### src/rtl/necc_pkg.sv
package necc_pkg;

  localparam int BYTE_W    = 8;
  localparam int PAR_BYTES = 9;
  localparam int PAR_W     = PAR_BYTES * BYTE_W;
  localparam int SYM_W     = 9;
  localparam int FLAG_W    = 5;
  localparam int CNT_W     = 3;
  localparam int CNT_LSB   = 29;

  // word-level register offsets (byte address)
  localparam int OFF_CTRL = 'h100;
  localparam int OFF_PAR  = 'h108;
  localparam int OFF_STAT = 'h114;
  localparam int OFF_IEN  = 'h118;
  localparam int OFF_ERR  = 'h11C;

  // control bit positions
  localparam int CB_EN   = 0;
  localparam int CB_RST  = 1;
  localparam int CB_RS   = 2;
  localparam int CB_ENC  = 3;
  localparam int CB_PRDY = 4;

  // status bit positions
  localparam int SB_ERR = 0;
  localparam int SB_UNC = 1;
  localparam int SB_ENC = 2;
  localparam int SB_DEC = 3;
  localparam int SB_PAD = 4;

  // parity of a sector of all 0xFF, byte 0 in the low bits
  localparam logic [PAR_W-1:0] BLANK_PARITY = 72'h6F_B7FF8BF4_58909DCD;

  // view of the parity store as seen by the bus
  function automatic logic [PAR_W-1:0] parity_view(input logic [PAR_W-1:0] raw);
    return (raw == BLANK_PARITY) ? {PAR_W{1'b1}} : raw;
  endfunction

  // one error report word from a zero-based position and a mask
  function automatic logic [31:0] report_word(input logic [SYM_W-1:0] pos,
                                              input logic [SYM_W-1:0] mask);
    logic [31:0] w;
    w        = '0;
    w[24:16] = pos + 9'd1;
    w[8:0]   = mask;
    return w;
  endfunction

  // engine count limited to the number of report slots
  function automatic logic [CNT_W-1:0] limit_count(input logic [CNT_W-1:0] c,
                                                   input int lim);
    return (int'(c) > lim) ? CNT_W'(lim) : c;
  endfunction

endpackage

### src/rtl/ecc_ctrl_seq.sv
module ecc_ctrl_seq
  import necc_pkg::*;
(
  input  logic              clk,
  input  logic              rst_n,
  input  logic              wr_ctrl,
  input  logic [FLAG_W-1:0] wbits,
  input  logic              eng_done,
  input  logic              eng_pad_done,
  output logic [FLAG_W-1:0] ctrl_q,
  output logic              eng_start,
  output logic              eng_encode,
  output logic              eng_clear,
  output logic              clr_evt,
  output logic              enc_done_evt,
  output logic              dec_done_evt,
  output logic              pad_evt
);

  logic en_q, rst_q, rs_q, enc_q, prdy_q;
  logic start_q, mode_enc_q, busy_q;
  logic enc_go, dec_go, done_evt;

  assign clr_evt = wr_ctrl & wbits[CB_RST];
  assign enc_go  = wr_ctrl & wbits[CB_EN] & wbits[CB_RST] & wbits[CB_ENC];
  assign dec_go  = wr_ctrl & wbits[CB_EN] & ~wbits[CB_RST] & ~wbits[CB_ENC]
                 & wbits[CB_PRDY] & ~prdy_q;

  always_ff @(posedge clk or negedge rst_n) begin
    if (!rst_n) begin
      en_q   <= 1'b0;
      rst_q  <= 1'b0;
      rs_q   <= 1'b0;
      enc_q  <= 1'b0;
      prdy_q <= 1'b0;
    end else if (wr_ctrl) begin
      en_q   <= wbits[CB_EN];
      rst_q  <= wbits[CB_RST];
      rs_q   <= wbits[CB_RS];
      enc_q  <= wbits[CB_ENC];
      prdy_q <= wbits[CB_PRDY] & ~wbits[CB_RST];
    end else begin
      rst_q  <= 1'b0;
    end
  end

  always_ff @(posedge clk or negedge rst_n) begin
    if (!rst_n) begin
      start_q    <= 1'b0;
      mode_enc_q <= 1'b0;
      busy_q     <= 1'b0;
    end else begin
      start_q <= enc_go | dec_go;
      if (enc_go | dec_go) mode_enc_q <= wbits[CB_ENC];
      if (start_q)                busy_q <= 1'b1;
      else if (rst_q || done_evt) busy_q <= 1'b0;
    end
  end

  assign done_evt     = busy_q & eng_done;
  assign enc_done_evt = done_evt & mode_enc_q;
  assign dec_done_evt = done_evt & ~mode_enc_q;
  assign pad_evt      = busy_q & eng_pad_done;

  assign ctrl_q     = {prdy_q, enc_q, rs_q, rst_q, en_q};
  assign eng_start  = start_q;
  assign eng_encode = mode_enc_q;
  assign eng_clear  = rst_q;

  // a start pulse always opens a session on the next edge
  assert_busy_after_start_R3: assert property (@(posedge clk) disable iff (!rst_n)
    eng_start |=> busy_q);

  // the clear pulse comes only from a control write carrying the reset bit
  assert_clear_from_write_R2: assert property (@(posedge clk) disable iff (!rst_n)
    eng_clear |-> $past(wr_ctrl && wbits[CB_RST]));

endmodule

### src/rtl/ecc_parity_store.sv
module ecc_parity_store
  import necc_pkg::*;
(
  input  logic             clk,
  input  logic             rst_n,
  input  logic             par_wr,
  input  logic [1:0]       word_sel,
  input  logic [3:0]       be,
  input  logic [31:0]      wdata,
  input  logic             cap_evt,
  input  logic [PAR_W-1:0] cap_data,
  output logic [PAR_W-1:0] raw_q
);

  for (genvar i = 0; i < PAR_BYTES; i++) begin : g_byte
    localparam int WORD = i / 4;
    localparam int LANE = i % 4;
    logic byte_we;
    assign byte_we = par_wr & (word_sel == 2'(WORD)) & be[LANE];

    always_ff @(posedge clk or negedge rst_n) begin
      if (!rst_n)       raw_q[i*BYTE_W +: BYTE_W] <= '0;
      else if (cap_evt) raw_q[i*BYTE_W +: BYTE_W] <= cap_data[i*BYTE_W +: BYTE_W];
      else if (byte_we) raw_q[i*BYTE_W +: BYTE_W] <= wdata[LANE*BYTE_W +: BYTE_W];
    end
  end

  // an encode completion lands the engine parity unchanged
  assert_capture_R6: assert property (@(posedge clk) disable iff (!rst_n)
    cap_evt |=> (raw_q == $past(cap_data)));

endmodule

### src/rtl/ecc_status_errs.sv
module ecc_status_errs
  import necc_pkg::*;
#(
  parameter int MAX_ERR = 4
) (
  input  logic                     clk,
  input  logic                     rst_n,
  input  logic                     stat_wr_zero,
  input  logic                     clr_evt,
  input  logic                     enc_done_evt,
  input  logic                     dec_done_evt,
  input  logic                     pad_evt,
  input  logic                     eng_err,
  input  logic                     eng_uncor,
  input  logic [CNT_W-1:0]         eng_err_cnt,
  input  logic [MAX_ERR*SYM_W-1:0] eng_err_pos,
  input  logic [MAX_ERR*SYM_W-1:0] eng_err_mask,
  output logic [31:0]              status_word,
  output logic [FLAG_W-1:0]        flags_o,
  output logic [31:0]              err_word [MAX_ERR]
);

  logic [FLAG_W-1:0] flags_q, flags_d;
  logic [CNT_W-1:0]  cnt_q;
  logic [SYM_W-1:0]  pos_q  [MAX_ERR];
  logic [SYM_W-1:0]  mask_q [MAX_ERR];

  always_comb begin
    flags_d = stat_wr_zero ? '0 : flags_q;
    if (enc_done_evt) flags_d[SB_ENC] = 1'b1;
    if (pad_evt)      flags_d[SB_PAD] = 1'b1;
    if (dec_done_evt) begin
      flags_d[SB_DEC] = 1'b1;
      flags_d[SB_ERR] = eng_err;
      flags_d[SB_UNC] = eng_uncor;
    end
  end

  always_ff @(posedge clk or negedge rst_n) begin
    if (!rst_n) begin
      flags_q <= '0;
      cnt_q   <= '0;
    end else begin
      flags_q <= flags_d;
      if (dec_done_evt)                 cnt_q <= limit_count(eng_err_cnt, MAX_ERR);
      else if (stat_wr_zero || clr_evt) cnt_q <= '0;
    end
  end

  for (genvar k = 0; k < MAX_ERR; k++) begin : g_rep
    always_ff @(posedge clk or negedge rst_n) begin
      if (!rst_n) begin
        pos_q[k]  <= '0;
        mask_q[k] <= '0;
      end else if (dec_done_evt) begin
        pos_q[k]  <= eng_err_pos[k*SYM_W +: SYM_W];
        mask_q[k] <= eng_err_mask[k*SYM_W +: SYM_W];
      end else if (clr_evt) begin
        pos_q[k]  <= '0;
        mask_q[k] <= '0;
      end
    end
    assign err_word[k] = (CNT_W'(k) < cnt_q) ? report_word(pos_q[k], mask_q[k]) : '0;
  end

  assign status_word = {cnt_q, {(32-CNT_W-FLAG_W){1'b0}}, flags_q};
  assign flags_o     = flags_q;

  // the count never exceeds the number of report slots
  assert_count_bound_R8: assert property (@(posedge clk) disable iff (!rst_n)
    cnt_q <= CNT_W'(MAX_ERR));

  // the encode flag rises only on an accepted encode completion
  assert_enc_flag_source_R5: assert property (@(posedge clk) disable iff (!rst_n)
    $rose(flags_q[SB_ENC]) |-> $past(enc_done_evt));

  // a zero write with no concurrent event empties the status word
  assert_zero_write_clears_R10: assert property (@(posedge clk) disable iff (!rst_n)
    (stat_wr_zero && !enc_done_evt && !dec_done_evt && !pad_evt)
      |=> (flags_q == '0 && cnt_q == '0));

endmodule

### src/rtl/nand_ecc_regif.sv
module nand_ecc_regif
  import necc_pkg::*;
#(
  parameter int ADDR_W  = 12,
  parameter int MAX_ERR = 4
) (
  input  logic                     clk,
  input  logic                     rst_n,
  input  logic [ADDR_W-1:0]        bus_addr,
  input  logic                     bus_wr,
  input  logic [3:0]               bus_be,
  input  logic [31:0]              bus_wdata,
  output logic [31:0]              bus_rdata,
  output logic                     eng_start,
  output logic                     eng_encode,
  output logic                     eng_clear,
  output logic [PAR_W-1:0]         eng_par_out,
  input  logic                     eng_done,
  input  logic                     eng_pad_done,
  input  logic                     eng_err,
  input  logic                     eng_uncor,
  input  logic [CNT_W-1:0]         eng_err_cnt,
  input  logic [MAX_ERR*SYM_W-1:0] eng_err_pos,
  input  logic [MAX_ERR*SYM_W-1:0] eng_err_mask,
  input  logic [PAR_W-1:0]         eng_par_in,
  output logic                     irq
);

  localparam int WA_W     = ADDR_W - 2;
  localparam int WA_CTRL  = OFF_CTRL / 4;
  localparam int WA_PAR   = OFF_PAR / 4;
  localparam int WA_STAT  = OFF_STAT / 4;
  localparam int WA_IEN   = OFF_IEN / 4;
  localparam int WA_ERR   = OFF_ERR / 4;
  localparam int PAR_WDS  = (PAR_BYTES + 3) / 4;
  localparam int ERR_IW   = (MAX_ERR > 1) ? $clog2(MAX_ERR) : 1;

  logic [WA_W-1:0] wa;
  logic [WA_W-1:0] par_off, err_off;
  logic            hit_ctrl, hit_par, hit_stat, hit_ien, hit_err;

  assign wa       = bus_addr[ADDR_W-1:2];
  assign par_off  = wa - WA_W'(WA_PAR);
  assign err_off  = wa - WA_W'(WA_ERR);
  assign hit_ctrl = (wa == WA_W'(WA_CTRL));
  assign hit_stat = (wa == WA_W'(WA_STAT));
  assign hit_ien  = (wa == WA_W'(WA_IEN));
  assign hit_par  = (wa >= WA_W'(WA_PAR)) && (wa < WA_W'(WA_PAR + PAR_WDS));
  assign hit_err  = (wa >= WA_W'(WA_ERR)) && (wa < WA_W'(WA_ERR + MAX_ERR));

  // named internal events
  logic              wr_ctrl, wr_par, stat_wr_zero, wr_ien;
  logic              clr_evt, enc_done_evt, dec_done_evt, pad_evt;
  logic [FLAG_W-1:0] ctrl_q, flags, ien_q;
  logic [31:0]       status_word;
  logic [31:0]       err_word [MAX_ERR];
  logic [PAR_W-1:0]  par_raw, par_rd;

  assign wr_ctrl      = bus_wr & hit_ctrl;
  assign wr_par       = bus_wr & hit_par;
  assign wr_ien       = bus_wr & hit_ien;
  assign stat_wr_zero = bus_wr & hit_stat & (bus_wdata == '0);

  ecc_ctrl_seq u_seq (
    .clk          (clk),
    .rst_n        (rst_n),
    .wr_ctrl      (wr_ctrl),
    .wbits        (bus_wdata[FLAG_W-1:0]),
    .eng_done     (eng_done),
    .eng_pad_done (eng_pad_done),
    .ctrl_q       (ctrl_q),
    .eng_start    (eng_start),
    .eng_encode   (eng_encode),
    .eng_clear    (eng_clear),
    .clr_evt      (clr_evt),
    .enc_done_evt (enc_done_evt),
    .dec_done_evt (dec_done_evt),
    .pad_evt      (pad_evt)
  );

  ecc_parity_store u_par (
    .clk      (clk),
    .rst_n    (rst_n),
    .par_wr   (wr_par),
    .word_sel (par_off[1:0]),
    .be       (bus_be),
    .wdata    (bus_wdata),
    .cap_evt  (enc_done_evt),
    .cap_data (eng_par_in),
    .raw_q    (par_raw)
  );

  ecc_status_errs #(.MAX_ERR(MAX_ERR)) u_stat (
    .clk          (clk),
    .rst_n        (rst_n),
    .stat_wr_zero (stat_wr_zero),
    .clr_evt      (clr_evt),
    .enc_done_evt (enc_done_evt),
    .dec_done_evt (dec_done_evt),
    .pad_evt      (pad_evt),
    .eng_err      (eng_err),
    .eng_uncor    (eng_uncor),
    .eng_err_cnt  (eng_err_cnt),
    .eng_err_pos  (eng_err_pos),
    .eng_err_mask (eng_err_mask),
    .status_word  (status_word),
    .flags_o      (flags),
    .err_word     (err_word)
  );

  always_ff @(posedge clk or negedge rst_n) begin
    if (!rst_n)      ien_q <= '0;
    else if (wr_ien) ien_q <= bus_wdata[FLAG_W-1:0];
  end

  assign par_rd      = parity_view(par_raw);
  assign eng_par_out = par_raw;
  assign irq         = |(flags & ien_q);

  always_comb begin
    bus_rdata = '0;
    if (hit_ctrl)      bus_rdata = {{(32-FLAG_W){1'b0}}, ctrl_q};
    else if (hit_stat) bus_rdata = status_word;
    else if (hit_ien)  bus_rdata = {{(32-FLAG_W){1'b0}}, ien_q};
    else if (hit_err)  bus_rdata = err_word[err_off[ERR_IW-1:0]];
    else if (hit_par) begin
      case (par_off[1:0])
        2'd0:    bus_rdata = par_rd[31:0];
        2'd1:    bus_rdata = par_rd[63:32];
        default: bus_rdata = {24'd0, par_rd[71:64]};
      endcase
    end
  end

  // a fully masked interrupt word keeps the line low
  assert_irq_masked_R11: assert property (@(posedge clk) disable iff (!rst_n)
    (ien_q == '0) |-> !irq);

  // the engine always sees the stored parity, never the blank substitute
  assert_engine_raw_R7: assert property (@(posedge clk) disable iff (!rst_n)
    $past(enc_done_evt) |-> (eng_par_out == $past(eng_par_in)));

endmodule

### config.mk
export PLATFORM = sky130hd
export DESIGN_NAME = nand_ecc_regif
export DESIGN_NICKNAME = d
export VERILOG_FILES = /design/src/rtl/necc_pkg.sv /design/src/rtl/ecc_ctrl_seq.sv /design/src/rtl/ecc_parity_store.sv /design/src/rtl/ecc_status_errs.sv /design/src/rtl/nand_ecc_regif.sv
export SDC_FILE = /design/constraint.sdc
export NUM_CORES = 1
export LEC_CHECK = 0
export BUFFER_PORTS_ARGS = -buffer_cell sky130_fd_sc_hd__buf_2
export CORE_ASPECT_RATIO = 1.75
export CORE_UTILIZATION = 50
export DETAILED_ROUTE_END_ITERATION = 8
export GPL_TIMING_DRIVEN = 0
export MAX_ROUTING_LAYER = met4
export PLACE_DENSITY = 0.84
export SLEW_MARGIN = 0
export SYNTH_ARGS = -nofsm -noshare
export SYNTH_HDL_FRONTEND = slang
export SYNTH_SLANG_ARGS = --single-unit
### constraint.sdc
create_clock -name clk -period 2.9 [get_ports clk]
set_input_delay 0.58 -clock clk [delete_from_list [all_inputs] [get_ports clk]]
set_output_delay 0.58 -clock clk [all_outputs]
set_load 0.01 [all_outputs]
==> parameters.txt <==
Parameter                              Value

Drt
  Remaining routing DRC violations ... 0
  Count of TritonRoute iterations in the first routing pass ... 7
  Mean routed wirelength per cell ... 23.84 µm
  Vias per Instance ... 6.350
  Final wirelength ... between 30000 and 40000 µm
  Number of nets with antenna violations after detailed routing ... 0
  Via count ... 9748
  DRC marker count from the first detailed-route iteration ... between 700 and 800

Clock network
  Clk_lat worst skew ... 0.45 ns
  CTS sink count ... 165
  Buffer levels on the longest clock path ... 2
  Total of hold buffers inserted after clock tree synthesis ... 0
  Register clock-pin slew on the reported worst setup and hold paths ... 0.06 ns
  Root Driver ... clkbuf_16
  Clock tree from TritonCTS ... done
  Inserted Clock Buffers ... 17
  H-tree lvl count ... 4

Logic synthesis
  Number of synthesized flops with an enable pin ... 0
  Async set or reset register ratio after synthesis ... 100.0%
  Mapped Cells ... 939
  Most used DFF post-synth ... dfrtp_1
  Share of synthesized area occupied by flip-flops and latches ... 45.85%
  Nets in the synthesized netlist ... 1150
  Synth cell types ... 73
  Average instance area after synthesis ... 9.591 µm²
  Mapped cell area ... 9006 µm²
  Total of flip-flops plus latches after synthesis ... 165
  Syn. warnings ... 0

Layout
  Commonest cells after routing, fill and taps aside ... buf_2 (313), dfrtp_1 (157), nand2_1 (112), a22o_1 (78), a21oi_1 (77)
  Finished Cell Area ... 12320 µm²
  # fillers ... 1341
  Most common cell after layout, fill and taps aside ... buf_2
  Net count of the finished layout ... 1496
  Number of cells in the finished layout apart from fillers ... about 1500
  Area delta synth->final ... 36.82%
  Ratio of cells with drive above 1 in the final layout ... 37.90%

Worst setup path
  Crit end category ... output port
  Crit start category ... input pin
  Data required time at the worst endpoint ... roughly 2.3 ns
  Classification of the worst setup path ... in2out
  Data arrival at the endpoint of the critical path ... 2.72 ns
  Worst-path maximum fanout ... 5

Timing
  Max-Slew Margin vs Limit ... around 37%
  Total of endpoints with negative setup slack in the final report ... 31
  Final period demand of the worst path ... 3.297 ns
  Max Fclk ... 0.3033 GHz
  Slack of the critical path ... -0.3975 ns
  Worst setup skew after layout ... ~0.008 ns
  Max Transition Viols Final ... 0
  Final hold viol count ... 0
  Worst-Margin Slew ... 0.9345 ns
  Final cycle utilization of the critical path ... 113.7%
  Setup repair after global routing missed its margin ... true

Global route
  Via count of the first global-routing pass ... about 9800
  Global routing usage summed across all routing layers ... 40.58%
  Met1 demand-to-capacity share in global routing ... 42.77%
  Antenna violations before repair ... 4
  Most congested layer reported by global routing ... met2
  Final global-route overflow total ... 0
  Routing usage on met2 ... 66.46%
  Global-route wire length before repair ... 53830 µm
  Fraction of met3 tracks used by global routing ... 6.415%
  Largest net degree at the start of global routing ... a little under 90

Min path
  Path category of the worst min-delay check ... in2async

Floorplanning
  Die footprint ... 18570 µm²
  Height of the chip ... about 180 µm
  Initial Util ... around half
  Area of the core ... 17540 µm²
  Die Wd ... 103.5 µm
  Total I/O pin count ... 310
  Number of standard-cell rows in the floorplan ... 64

Power
  Power density over the cells ... 428.8 nW/µm²
  Static Leakage ... 5.792 nW
  IR Drop Worst-Case VDD ... ~0.31 mV
  Power after layout ... 5.284 mW

Placed design
  Cell area after placement ... 10860 µm²
  Placer's final routability congestion estimate ... a little under 1
  Half-perimeter wire length of the detailed placement result ... 27630 µm
  Number of instances in the placed design ... 1476
  Number of buffers added on ports ... roughly 300

Outcome
  Run status ... finished with violations
  Violated checks ... setup timing

Run
  Reported max-cap violation count ... 0
layer usage:
metal,vias to the layer above,wire [µm]
met4,0,3150
met3,213,2851
met1,4603,12240
met2,683,18360
met5,-,0
li1,4249,-
sequential cells by signal (all words and copies together), names as in the netlist:
register / count
u_seq.prdy_q: 1
u_seq.enc_q: 1
u_par.raw_q: 72
u_stat.flags_o: 5
u_seq.eng_start: 1
u_stat.cnt_q: 3
u_seq.rs_q: 1
u_stat.pos_q: 36
ien_q: 5
u_seq.eng_clear: 1
u_seq.en_q: 1
u_stat.mask_q: 36
u_seq.busy_q: 1
u_seq.eng_encode: 1
layout make-up:
type | instances | area (µm²) | area share [%]
clock inverters | 12 | 176.4 | 1.432
clock buffers | 20 | 456.7 | 3.706
diodes | 6 | 15.01 | 0.1219
inverters | 5 | 23.77 | 0.1929
well taps | 231 | 289.0 | 2.346
multi-input cells | 708 | 5085 | 41.27
repair buffers | 330 | 1853 | 15.04
plain buffers | 58 | 284.0 | 2.305
flip-flops and latches | 165 | 4139 | 33.59
worst paths after layout:
check / cells past startpoint / start / end / slack (ns)
setup / recovery: 8 / bus_addr[5] / bus_rdata[1] / -0.40
hold / removal: 1 / rst_n / u_stat.pos_q[14]$_DFFE_PN0P_ / 0.12
setup reg to reg: 6 / u_seq.eng_encode$_DFFE_PN0P_ / u_par.raw_q[10]$_DFFE_PN0P_ / 0.30
hold reg to reg: 1 / u_seq.eng_start$_DFF_PN0_ / u_seq.busy_q$_DFFE_PN0P_ / 0.47
max in group asynchronous: 2 / rst_n / u_par.raw_q[4]$_DFFE_PN0P_ / 1.92
min in group clk: 3 / eng_par_in[4] / u_par.raw_q[4]$_DFFE_PN0P_ / 0.35
what timing repair did:
item	CTS	global route
endpoints found under the setup margin	32	32
buffers inserted	16	8
gates cloned	2	1
pin swaps	29	12
gates resized for setup	85	62
cell usage after synthesis (14+ instances only):
master / number / area [µm²]
o21ai_0: 31 / 155.2
a22o_1: 78 / 683.2
nand4_1: 15 / 93.84
nand2_1: 113 / 424.2
dfrtp_1: 165 / 4129
mux2i_1: 24 / 240.2
nor2b_1: 27 / 168.9
a22oi_1: 21 / 157.7
nor2_1: 37 / 138.9
nand3_1: 14 / 70.07
clkbuf_1: 43 / 161.4
o21ai_1: 64 / 320.3
buf_2: 14 / 70.07
a221oi_1: 27 / 236.5
xnor2_1: 20 / 175.2
a21oi_1: 84 / 420.4
kinds of logic after synthesis:
family          synth area share (%)
simple gates                   16.70
xor+xnor                       2.723
flops                          45.85
fa+ha+maj                      1.250
buf+inv                        3.167
compound gates                 26.52
mux                            3.793
stage by stage:
step | utilization [%] | worst slack, ns | hold slack, ns | setup TNS [ns]
6_report | 70.26 | -0.3975 | 0.1167 | -8.184
5_1_grt | 70.23 | -0.4129 | 0.1713 | -9.692
4_1_cts | 68.51 | -0.3376 | 0.1401 | -8.236
3_5_place_dp | 61.92 | -0.7643 | 0.4587 | -19.50
3_3_place_gp | 61.71 | -1.188 | 0.4483 | -212.95
2_1_floorplan | - | 0.1172 | 0.2844 | 0
critical path, stage by stage:
cell	delay [ns]
buf_2	0.13
or3_4	0.44
or3b_1	0.42
a21oi_1	0.48
nor3_1	0.13
o31ai_1	0.13
o211ai_1	0.22
buf_2	0.19
power by group:
part	internal, mW	leakage (nW)	switching, mW
Clock	1.49	0.306	0.974
Combinational	0.204	3.20	0.282
Sequential	2.32	2.29	0.0204
Total	4.01	5.79	1.28
No activity file was read; power rests on OpenSTA's default activity.
